`config.mk`:
```
export PLATFORM = sky130hd
export DESIGN_NAME = irq_rank_resolver
export DESIGN_NICKNAME = d
export VERILOG_FILES = /design/src/rtl/irq_rank_pkg.sv /design/src/rtl/irq_capture.sv /design/src/rtl/irq_rank_scan.sv /design/src/rtl/irq_service.sv /design/src/rtl/irq_rank_resolver.sv
export SDC_FILE = /design/constraint.sdc
export NUM_CORES = 1
export LEC_CHECK = 0
export ABC_AREA = 1
export BUFFER_PORTS_ARGS = -buffer_cell sky130_fd_sc_hd__buf_2
export CAP_MARGIN = 40
export CORE_ASPECT_RATIO = 0.9
export CORE_MARGIN = 5
export CORE_UTILIZATION = 35
export CTS_BUF_LIST = sky130_fd_sc_hd__clkbuf_8
export DETAILED_ROUTE_END_ITERATION = 10
export GPL_TIMING_DRIVEN = 0
export MAX_ROUTING_LAYER = met4
export PLACE_DENSITY = 0.57
export SETUP_SLACK_MARGIN = 0.05
export SYNTH_ARGS = -nofsm -noshare
export SYNTH_HDL_FRONTEND = slang
export SYNTH_SLANG_ARGS = --single-unit
```
`constraint.sdc`:
```
create_clock -name clk -period 5.8 [get_ports clk]
set_clock_uncertainty 0.15 [all_clocks]
set_input_delay 0.29 -clock clk [delete_from_list [all_inputs] [get_ports clk]]
set_output_delay 0.29 -clock clk [all_outputs]
set_load 0.005 [all_outputs]
```
`src/rtl/irq_rank_pkg.sv`:
```
package irq_rank_pkg;
  localparam int NL = 8;
  localparam int LW = $clog2(NL);
  localparam int RW = LW + 1;

  typedef logic [NL-1:0] lvec_t;
  typedef logic [LW-1:0] lidx_t;
  typedef logic [RW-1:0] rank_t;

  localparam rank_t RANK_NONE = rank_t'(NL);

  // Distance from the rotation offset to the first set bit, or RANK_NONE
  function automatic rank_t rank_first(lvec_t v, lidx_t off);
    rank_t r;
    r = RANK_NONE;
    for (int k = NL - 1; k >= 0; k--) begin
      lidx_t idx;
      idx = off + lidx_t'(k);
      if (v[idx]) r = rank_t'(k);
    end
    return r;
  endfunction

  // Rank back to an absolute line number (wraps modulo NL)
  function automatic lidx_t line_of(rank_t r, lidx_t off);
    return r[LW-1:0] + off;
  endfunction

  function automatic lvec_t onehot(lidx_t idx);
    return lvec_t'(1) << idx;
  endfunction
endpackage

```
`src/rtl/irq_capture.sv`:
```
module irq_capture
  import irq_rank_pkg::*;
(
  input  logic  clk,
  input  logic  rst_n,
  input  lvec_t irq_in,
  input  lvec_t trig_q,
  input  lvec_t edge_clr,
  output lvec_t req_q,
  output lvec_t rise
);
  lvec_t last_q;

  for (genvar i = 0; i < NL; i++) begin : g_line
    assign rise[i] = irq_in[i] & ~last_q[i];

    always_ff @(posedge clk or negedge rst_n) begin
      if (!rst_n) begin
        req_q[i]  <= 1'b0;
        last_q[i] <= 1'b0;
      end else begin
        last_q[i] <= irq_in[i];
        if (trig_q[i]) req_q[i] <= irq_in[i];
        else           req_q[i] <= rise[i] | (req_q[i] & ~edge_clr[i]);
      end
    end
  end

  // a fresh rising edge on an edge-mode line leaves its request bit set
  a_r2_edge_sets: assert property (@(posedge clk) disable iff (!rst_n)
    ((rise & ~trig_q) != '0) |=> ((req_q & $past(rise & ~trig_q)) == $past(rise & ~trig_q)));

  // level-mode request bits mirror the sampled input
  a_r3_level_follows: assert property (@(posedge clk) disable iff (!rst_n)
    rst_n |=> (((req_q ^ $past(irq_in)) & $past(trig_q)) == '0));
endmodule

```
`src/rtl/irq_rank_scan.sv`:
```
module irq_rank_scan
  import irq_rank_pkg::*;
(
  input  lvec_t vec,
  input  lidx_t off,
  output rank_t rank,
  output lidx_t line
);
  assign rank = rank_first(vec, off);
  assign line = line_of(rank, off);
endmodule

```
`src/rtl/irq_service.sv`:
```
module irq_service
  import irq_rank_pkg::*;
(
  input  logic  clk,
  input  logic  rst_n,
  input  lvec_t set_vec,
  input  lvec_t clr_vec,
  input  logic  rot_load,
  input  lidx_t rot_data,
  input  logic  rot_step,
  input  lidx_t rot_step_val,
  output lvec_t svc_q,
  output lidx_t rot_q
);
  always_ff @(posedge clk or negedge rst_n) begin
    if (!rst_n) begin
      svc_q <= '0;
      rot_q <= '0;
    end else begin
      svc_q <= (svc_q | set_vec) & ~clr_vec;
      if (rot_load)      rot_q <= rot_data;
      else if (rot_step) rot_q <= rot_step_val;
    end
  end

  // an accepted acknowledge lands in the in-service register
  a_r8_ack_sets: assert property (@(posedge clk) disable iff (!rst_n)
    (set_vec != '0 && clr_vec == '0) |=> ((svc_q & $past(set_vec)) == $past(set_vec)));

  // retiring a set bit removes exactly one in-service bit
  a_r9_eoi_drops: assert property (@(posedge clk) disable iff (!rst_n)
    ((clr_vec & svc_q) != '0 && set_vec == '0 && $onehot0(clr_vec))
      |=> ($countones(svc_q) + 1 == $countones($past(svc_q))));
endmodule

```
`src/rtl/irq_rank_resolver.sv`:
```
module irq_rank_resolver
  import irq_rank_pkg::*;
#(
  parameter int  CASCADE_LINE = 2,
  parameter bit  IS_MASTER    = 1'b1
) (
  input  logic          clk,
  input  logic          rst_n,
  input  logic [NL-1:0] irq_in,
  input  logic          trig_we,
  input  logic [NL-1:0] trig_wdata,
  input  logic          mask_we,
  input  logic [NL-1:0] mask_wdata,
  input  logic          rot_we,
  input  logic [LW-1:0] rot_wdata,
  input  logic          nest_we,
  input  logic          nest_wdata,
  input  logic          ack,
  input  logic          eoi,
  input  logic          eoi_specific,
  input  logic          eoi_rotate,
  input  logic [LW-1:0] eoi_line,
  output logic          irq_pending,
  output logic [LW-1:0] irq_line,
  output logic [NL-1:0] req_vec,
  output logic [NL-1:0] svc_vec
);
  localparam lvec_t CASC_BIT = lvec_t'(1) << CASCADE_LINE;

  lvec_t mask_q, trig_q, req_q, svc_q, rise;
  logic  nest_q;
  lidx_t rot_q;

  always_ff @(posedge clk or negedge rst_n) begin
    if (!rst_n) begin
      mask_q <= '0;
      trig_q <= '0;
      nest_q <= 1'b0;
    end else begin
      if (mask_we) mask_q <= mask_wdata;
      if (trig_we) trig_q <= trig_wdata;
      if (nest_we) nest_q <= nest_wdata;
    end
  end

  // Named internal events
  lvec_t cand_vec, cur_vec, ack_vec, clr_vec, edge_clr;
  rank_t cand_rank, cur_rank, eoi_rank;
  lidx_t cand_line, eoi_top_line, eoi_target;
  logic  nest_skip, ack_fire, eoi_hit, rot_step;

  assign nest_skip = IS_MASTER && nest_q;
  assign cand_vec  = req_q & ~mask_q;
  assign cur_vec   = nest_skip ? (svc_q & ~CASC_BIT) : svc_q;

  irq_rank_scan u_cand (.vec(cand_vec), .off(rot_q), .rank(cand_rank), .line(cand_line));
  irq_rank_scan u_cur  (.vec(cur_vec),  .off(rot_q), .rank(cur_rank),  .line());
  irq_rank_scan u_eoi  (.vec(svc_q),    .off(rot_q), .rank(eoi_rank),  .line(eoi_top_line));

  assign irq_pending = cand_rank < cur_rank;
  assign irq_line    = cand_line;

  assign ack_fire = ack && irq_pending;
  assign ack_vec  = ack_fire ? onehot(cand_line) : '0;
  assign edge_clr = ack_vec & ~trig_q;

  assign eoi_target = eoi_specific ? eoi_line : eoi_top_line;
  assign eoi_hit    = eoi && (eoi_specific || eoi_rank != RANK_NONE);
  assign clr_vec    = eoi_hit ? onehot(eoi_target) : '0;
  assign rot_step   = eoi_hit && eoi_rotate;

  irq_capture u_capture (
    .clk(clk), .rst_n(rst_n), .irq_in(irq_in), .trig_q(trig_q),
    .edge_clr(edge_clr), .req_q(req_q), .rise(rise)
  );

  irq_service u_service (
    .clk(clk), .rst_n(rst_n), .set_vec(ack_vec), .clr_vec(clr_vec),
    .rot_load(rot_we), .rot_data(rot_wdata), .rot_step(rot_step),
    .rot_step_val(eoi_target + lidx_t'(1)), .svc_q(svc_q), .rot_q(rot_q)
  );

  assign req_vec = req_q;
  assign svc_vec = svc_q;

  // the presented line is requested and unmasked
  a_r5_winner_live: assert property (@(posedge clk) disable iff (!rst_n)
    irq_pending |-> (req_vec[irq_line] && !mask_q[irq_line]));

  // the winner is not in service unless it is the skipped cascade line
  a_r6_winner_not_served: assert property (@(posedge clk) disable iff (!rst_n)
    (irq_pending && !(nest_skip && int'(irq_line) == CASCADE_LINE)) |-> !svc_vec[irq_line]);

  // an acknowledge with nothing pending leaves the in-service register alone
  a_r8_ack_idle: assert property (@(posedge clk) disable iff (!rst_n)
    (ack && !irq_pending && !eoi) |=> $stable(svc_vec));
endmodule

```
# Yosys cells after proc, flatten, opt, wreduce, memory -nomap -nowiden
# Index checks and enable logic that the tools add are counted.
[word_totals] regBits=44 in_bits=41 output_inout_bits=20 wordCells=181
[classes] addsub=10 magnitude_cmp=9 n_eq_ne=1 shifts=2 mux=86 n_bitwise=47 reduce_logical=5
[op_table] operator="4-bit 2-to-1 mux" n=24
[op_table] operator="1-bit binary-select mux with 3-bit select" n=24
[op_table] operator="3-bit by 4-bit < comparator with 1-bit output (second input constant)" n=8
[op_table] operator="1-bit 2-to-1 mux" n=32
[op_table] operator="8-bit AND" n=3
[op_table] operator="8-bit NOT" n=3
[op_table] operator="1-bit AND" n=16
[op_table] operator="8-bit 2-to-1 mux" n=2
[op_table] operator="1-bit NOT" n=16
[op_table] operator="1-bit by 3-bit << shifter with 8-bit output (first input constant)" n=2
[op_table] operator="3-bit adder (second input constant)" n=4
[op_table] operator="3-bit 2-to-1 mux" n=4
[op_table] operator="1-bit OR" n=8
[op_table] operator="8-bit OR" n=1
[op_table] operator="3-bit by 1-bit adder with 3-bit output (second input constant)" n=2
[op_table] operator="3-bit by 2-bit adder with 3-bit output (second input constant)" n=2
[op_table] operator="3-bit adder" n=2
[op_table] operator="4-bit < comparator" n=1
[op_table] operator="4-bit != test (second input constant)" n=1
[op_table] operator="1-bit logical AND" n=3
[op_table] operator="2-bit nonzero test" n=1
[op_table] operator="1-bit logical OR" n=1

# Depth between registers and ports, before layout
[logic_depth] word_depth=20 ltp_mapped=29 depth_no_buf=27

# Hierarchy
# Synthesis repeated with hierarchy kept, for this count alone.
[hier_totals] cells_unflattened=577 area_unflattened_um2=3887.5
[by_module_without_submodules] mod="irq_rank_resolver" n_inst=1 cells_per_inst=144 area_each_um2=1186.1 seq_area_each_um2=425.4
[by_module_without_submodules] mod="irq_rank_scan at u_cand ..." n_inst=2 cells_per_inst=104 area_each_um2=544.3 seq_area_each_um2=0.0
[by_module_without_submodules] mod="irq_capture" n_inst=1 cells_per_inst=80 area_each_um2=650.6 seq_area_each_um2=400.4
[by_module_without_submodules] mod="irq_rank_scan at u_eoi" n_inst=1 cells_per_inst=104 area_each_um2=566.8 seq_area_each_um2=0.0
[by_module_without_submodules] mod="irq_service" n_inst=1 cells_per_inst=41 area_each_um2=395.4 seq_area_each_um2=275.3

# Worst setup path after synthesis
# OpenSTA, ideal clock, no wires.
[synth_timing] path_kind="register -> register" start="register u_service.rot_q[1]" end="register u_service.rot_q[2]" setup_time_ns=0.130 t_arrival_ns=3.633 required_ns=5.520 setup_slack_ns=1.887 path_stages_with_launch=23 n_path_buf=3 period_less_slack_ns=3.913 path_cell_list="dfrtp_1 > buf_2 > inv_2 > buf_4 > ha_1 > clkbuf_1 > inv_2 > nand2_1 > o21ai_0 > o21ai_0 > nand2_1 > a21oi_1 > nor2_1 > nor2_1 > nor2_1 > ha_1 > inv_1 > fa_1 > o21ai_0 > ha_1 > ha_1 > o211ai_1 > o21ai_0"
[synth_via] elab_chain_len=16 word_cells_on_any_way=41 cone_classes="add/sub (9); eq/ne (1); mux (27); reduce/logical (4)"
[synth_lines] element="from (decl)" line_no="irq_service.sv:13" source="output lidx_t rot_q"
[synth_lines] element="from (signal assigned)" line_no="irq_service.sv:21" source="if (rot_load) rot_q <= rot_data;"
[synth_lines] element="from (signal assigned)" line_no="irq_service.sv:22" source="else if (rot_step) rot_q <= rot_step_val;"
[synth_lines] element="3-bit adder" line_no="irq_rank_pkg.sv:18" source="idx = off + lidx_t'(k);"
[synth_lines] element="1-bit binary-select mux with 3-bit select" line_no="irq_rank_pkg.sv:19" source="if (v[idx]) r = rank_t'(k);"
[synth_lines] element="1-bit 2-to-1 mux (implied by the code)" line_no="irq_rank_pkg.sv:19"
[synth_lines] element="4-bit 2-to-1 mux (8 in series)" line_no="irq_rank_pkg.sv:19"
[synth_lines] element="3-bit adder or 4-bit != test (tied branches)" line_no="irq_rank_pkg.sv:26, irq_rank_resolver.sv:68"
[synth_lines] element="3-bit 2-to-1 mux or 1-bit logical OR (tied branches)" line_no="irq_rank_resolver.sv:67, irq_rank_resolver.sv:68"
[synth_lines] element="3-bit by 1-bit adder with 3-bit output or 1-bit logical AND (tied branches)" line_no="irq_rank_resolver.sv:80, irq_rank_resolver.sv:68"
[synth_lines] element="3-bit 2-to-1 mux or 1-bit logical AND (tied branches)" line_no="irq_service.sv:22, irq_rank_resolver.sv:70"
[synth_lines] element="3-bit 2-to-1 mux or 2-bit nonzero test (tied branches)"
# Several ways; a longest one is shown, not always the timed one. The select of a mux whose other input is x is not followed.
# A chain may end at the register's enable or synchronous reset.

# Worst setup path in the final report
# Ends and elaborated chain as after synthesis.

==> results_dict.tcl <==
set metrics [dict create \
    gr-total-overflow 0 \
    grtUsageMet3 0.0251 \
    critPathMaxStageDelay_ns 0.43 \
    grtUsageMet1 0.237 \
    final_common_cell "nand2_1" \
    grt_pass1_wl_mm 15.1 \
    die_w_um 110 \
    cts_resized 0 \
    ys_seq_area_frac 0.348 \
    cp.arrival_ns 4.87 \
    path_buf_inv 6 \
    slew_headroom 0.478 \
    cts_root_buf "clkbuf_8" \
    critPathTopFamily "adder cells" \
    initial_core_util 0.353 \
    synth_async_sr_flop_share 1.00 \
    core.rowCount 33 \
    post_cts_buffers 0 \
    final_net_count 609 \
    worstSetupPathType "register to register" \
    dieArea_um2 11000 \
    post-route-drc-count 0 \
    first_iter_violations 161 \
    synthFlopType "dfrtp_1" \
    dp_slack_ns 1.04 \
    grt_max_degree 38 \
    cts_tree "yes" \
    grt_use_total 0.182 \
    vias 3286 \
    worst_slew_pin_slew_ns 0.783 \
    wire_per_inst_um 13.6 \
    grt_pass1_vias 3225 \
    finalHoldViolations 0 \
    viasPerCell 4.86 \
    finalMaxSlewViolations 0 \
    netlist_area_um2 3170 \
    antenna_cells 0 \
    drt.antenna.violating_nets 0 \
    setup_slack_ns 0.955 \
    totalWireLength_mm 9.18 \
    r2r_slack_ns 0.95 \
    finish.utilization 0.429 \
    drive_gt1_frac 0.171 \
    synth-warning-count 0 \
    cts_max_level 2 \
    syn_avg_cell_area_um2 6.64 \
    boundaryPins 61 \
    synth-edff-count 0 \
    hold_class "input port to register" \
    gp_congestion 0.970 \
    final_cell_mix "nand2_1 (157), inv_1 (66), buf_2 (62)" \
    synth-seq-cells 44 \
    crit_slowest_cell "o21ai_0" \
    setup_viol 0 \
    fmax_mhz 206 \
    dr.pass1.iters 5 \
    io_buffers 59 \
    startpoint_type "register" \
    ctsHoldBuffers 9 \
    met2_usage 0.287 \
    yosys.cell_types.count 34 \
    path_clk_slew_ns 0.09 \
    die_height_um 100 \
    synth_fp_nets 533 \
    critical_path.endpoint_type "register" \
    syn_inst 477 \
    status "finished clean" \
    coreArea_um2 8960 \
    worstPathCellList "buf_2 -> inv_2 -> buf_4 -> ha_1 -> clkbuf_1 -> inv_2 -> nand2_1 -> o21ai_0 -> o21ai_0 -> nand2_1 -> a21oi_1 -> nor2_1 -> nor2_1 -> nor2_1 -> ha_1 -> inv_1 -> fa_1 -> o21ai_0 -> ha_1 -> ha_1 -> o211ai_1 -> o21ai_0" \
    dp.cells 659 \
    fin_cells 676 \
    fin_setup_tns_ns 0 \
    numCtsBuffers 5 \
    crit_required_ns 5.82 \
    post-route-min-period_ns 4.85 \
    antenna_found_initial 0 \
    crit_fanout 12 \
    hpwl_mm 7.43 \
    drv_cap 0 \
    clk_path_buf_depth 2 \
    cts.sinks 44 \
    clk_latency_ns 0.30 \
    grt-busiest-layer "met2" \
    syn_to_final_growth_pct 21.5 \
    post-route-period-util 0.835 \
    grt_setup_unrepaired "no" \
]
## worst reg2reg max path, cell delays in order (launching register included)
cell      delay [ns]
dfrtp_1         0.37
buf_2           0.28
inv_2           0.12
buf_4           0.22
ha_1            0.28
clkbuf_1        0.33
inv_2           0.18
nand2_1         0.12
o21ai_0         0.15
o21ai_0         0.25
nand2_1         0.09
a21oi_1         0.13
nor2_1          0.05
nor2_1          0.08
nor2_1          0.05
ha_1            0.17
inv_1           0.07
fa_1            0.41
o21ai_0         0.43
ha_1            0.28
ha_1            0.25
o211ai_1        0.15
o21ai_0         0.13
## registers in the layout (all words and copies together), names as in the netlist
register	cells
nest_q	1
mask_q	8
u_capture.req_q	8
trig_q	8
u_capture.last_q	8
u_service.rot_q	3
u_service.svc_q	8
## stage by stage
step                      hold slack, ns  area, um2
after floorplan                   -0.156       3170
after global placement             0.263       3610
after detailed placement          0.0104       3630
after CTS                         0.0325       3840
after global routing              0.0340       3840
final                             0.0357       3840
## cell families (layout without fill, tap and decap cells)
family,after synthesis,after routing,synth area share
multiplexers,1,1,0.00356
adder cells (fa/ha/maj),15,15,0.0640
XOR/XNOR,5,5,0.0186
flip-flops,44,44,0.348
AO/OA/AOI/OAI,67,67,0.114
AND/OR/NAND/NOR,262,262,0.348
buffers and inverters,83,160,0.104
## synthesized netlist by cell type, types with 2 or more instances
cell / number / area, um2
nand2_1: 157 / 589
inv_1: 66 / 248
nand3_1: 46 / 230
dfrtp_1: 44 / 1100
o21ai_0: 37 / 185
nor2_1: 35 / 131
a21oi_1: 14 / 70.1
ha_1: 13 / 163
nand4_1: 10 / 62.6
inv_2: 6 / 22.5
o21ai_1: 5 / 25.0
a31oi_1: 4 / 25.0
nor2_2: 4 / 25.0
buf_2: 3 / 15.0
buf_4: 3 / 22.5
clkbuf_1: 3 / 11.3
nand2_2: 3 / 18.8
o211ai_1: 3 / 22.5
a31o_2: 2 / 17.5
and2_1: 2 / 12.5
fa_1: 2 / 40.0
nor3_1: 2 / 10.0
xor2_1: 2 / 17.5
## layout make-up
class,instances,area (um2)
repair buffers,69,405
multi-input cells,350,1740
flip-flops and latches,44,1100
clock buffers,6,82.6
fillers,969,5110
well taps,122,153
inverters,73,277
plain buffers,10,52.6
clock inverters,2,38.8
## layer usage
| layer | wire length, um | vias up |
|---|---|---|
| li1 | - | 1667 |
| met1 | 4280 | 1497 |
| met2 | 4150 | 99 |
| met3 | 438 | 23 |
| met4 | 306 | 0 |
| met5 | 0 | - |
## path summary, 6_finish.rpt
path / start / endpoint / cells past startpoint
max: u_service.rot_q[1]$_DFFE_PN0P_ / u_service.rot_q[2]$_DFFE_PN0P_ / 22
min: nest_we / nest_q$_DFFE_PN0P_ / 2
max reg2reg: u_service.rot_q[1]$_DFFE_PN0P_ / u_service.rot_q[2]$_DFFE_PN0P_ / 22
min reg2reg: u_capture.last_q[3]$_DFF_PN0_ / u_capture.req_q[3]$_DFF_PN0_ / 3
max in group asynchronous: rst_n / u_capture.req_q[1]$_DFF_PN0_ / 3
min in group asynchronous: rst_n / u_service.rot_q[1]$_DFFE_PN0P_ / 2
Power is left out: the tool's default activity adds up to more than one toggle a clock period on the data nets, which glitch-free logic cannot reach.
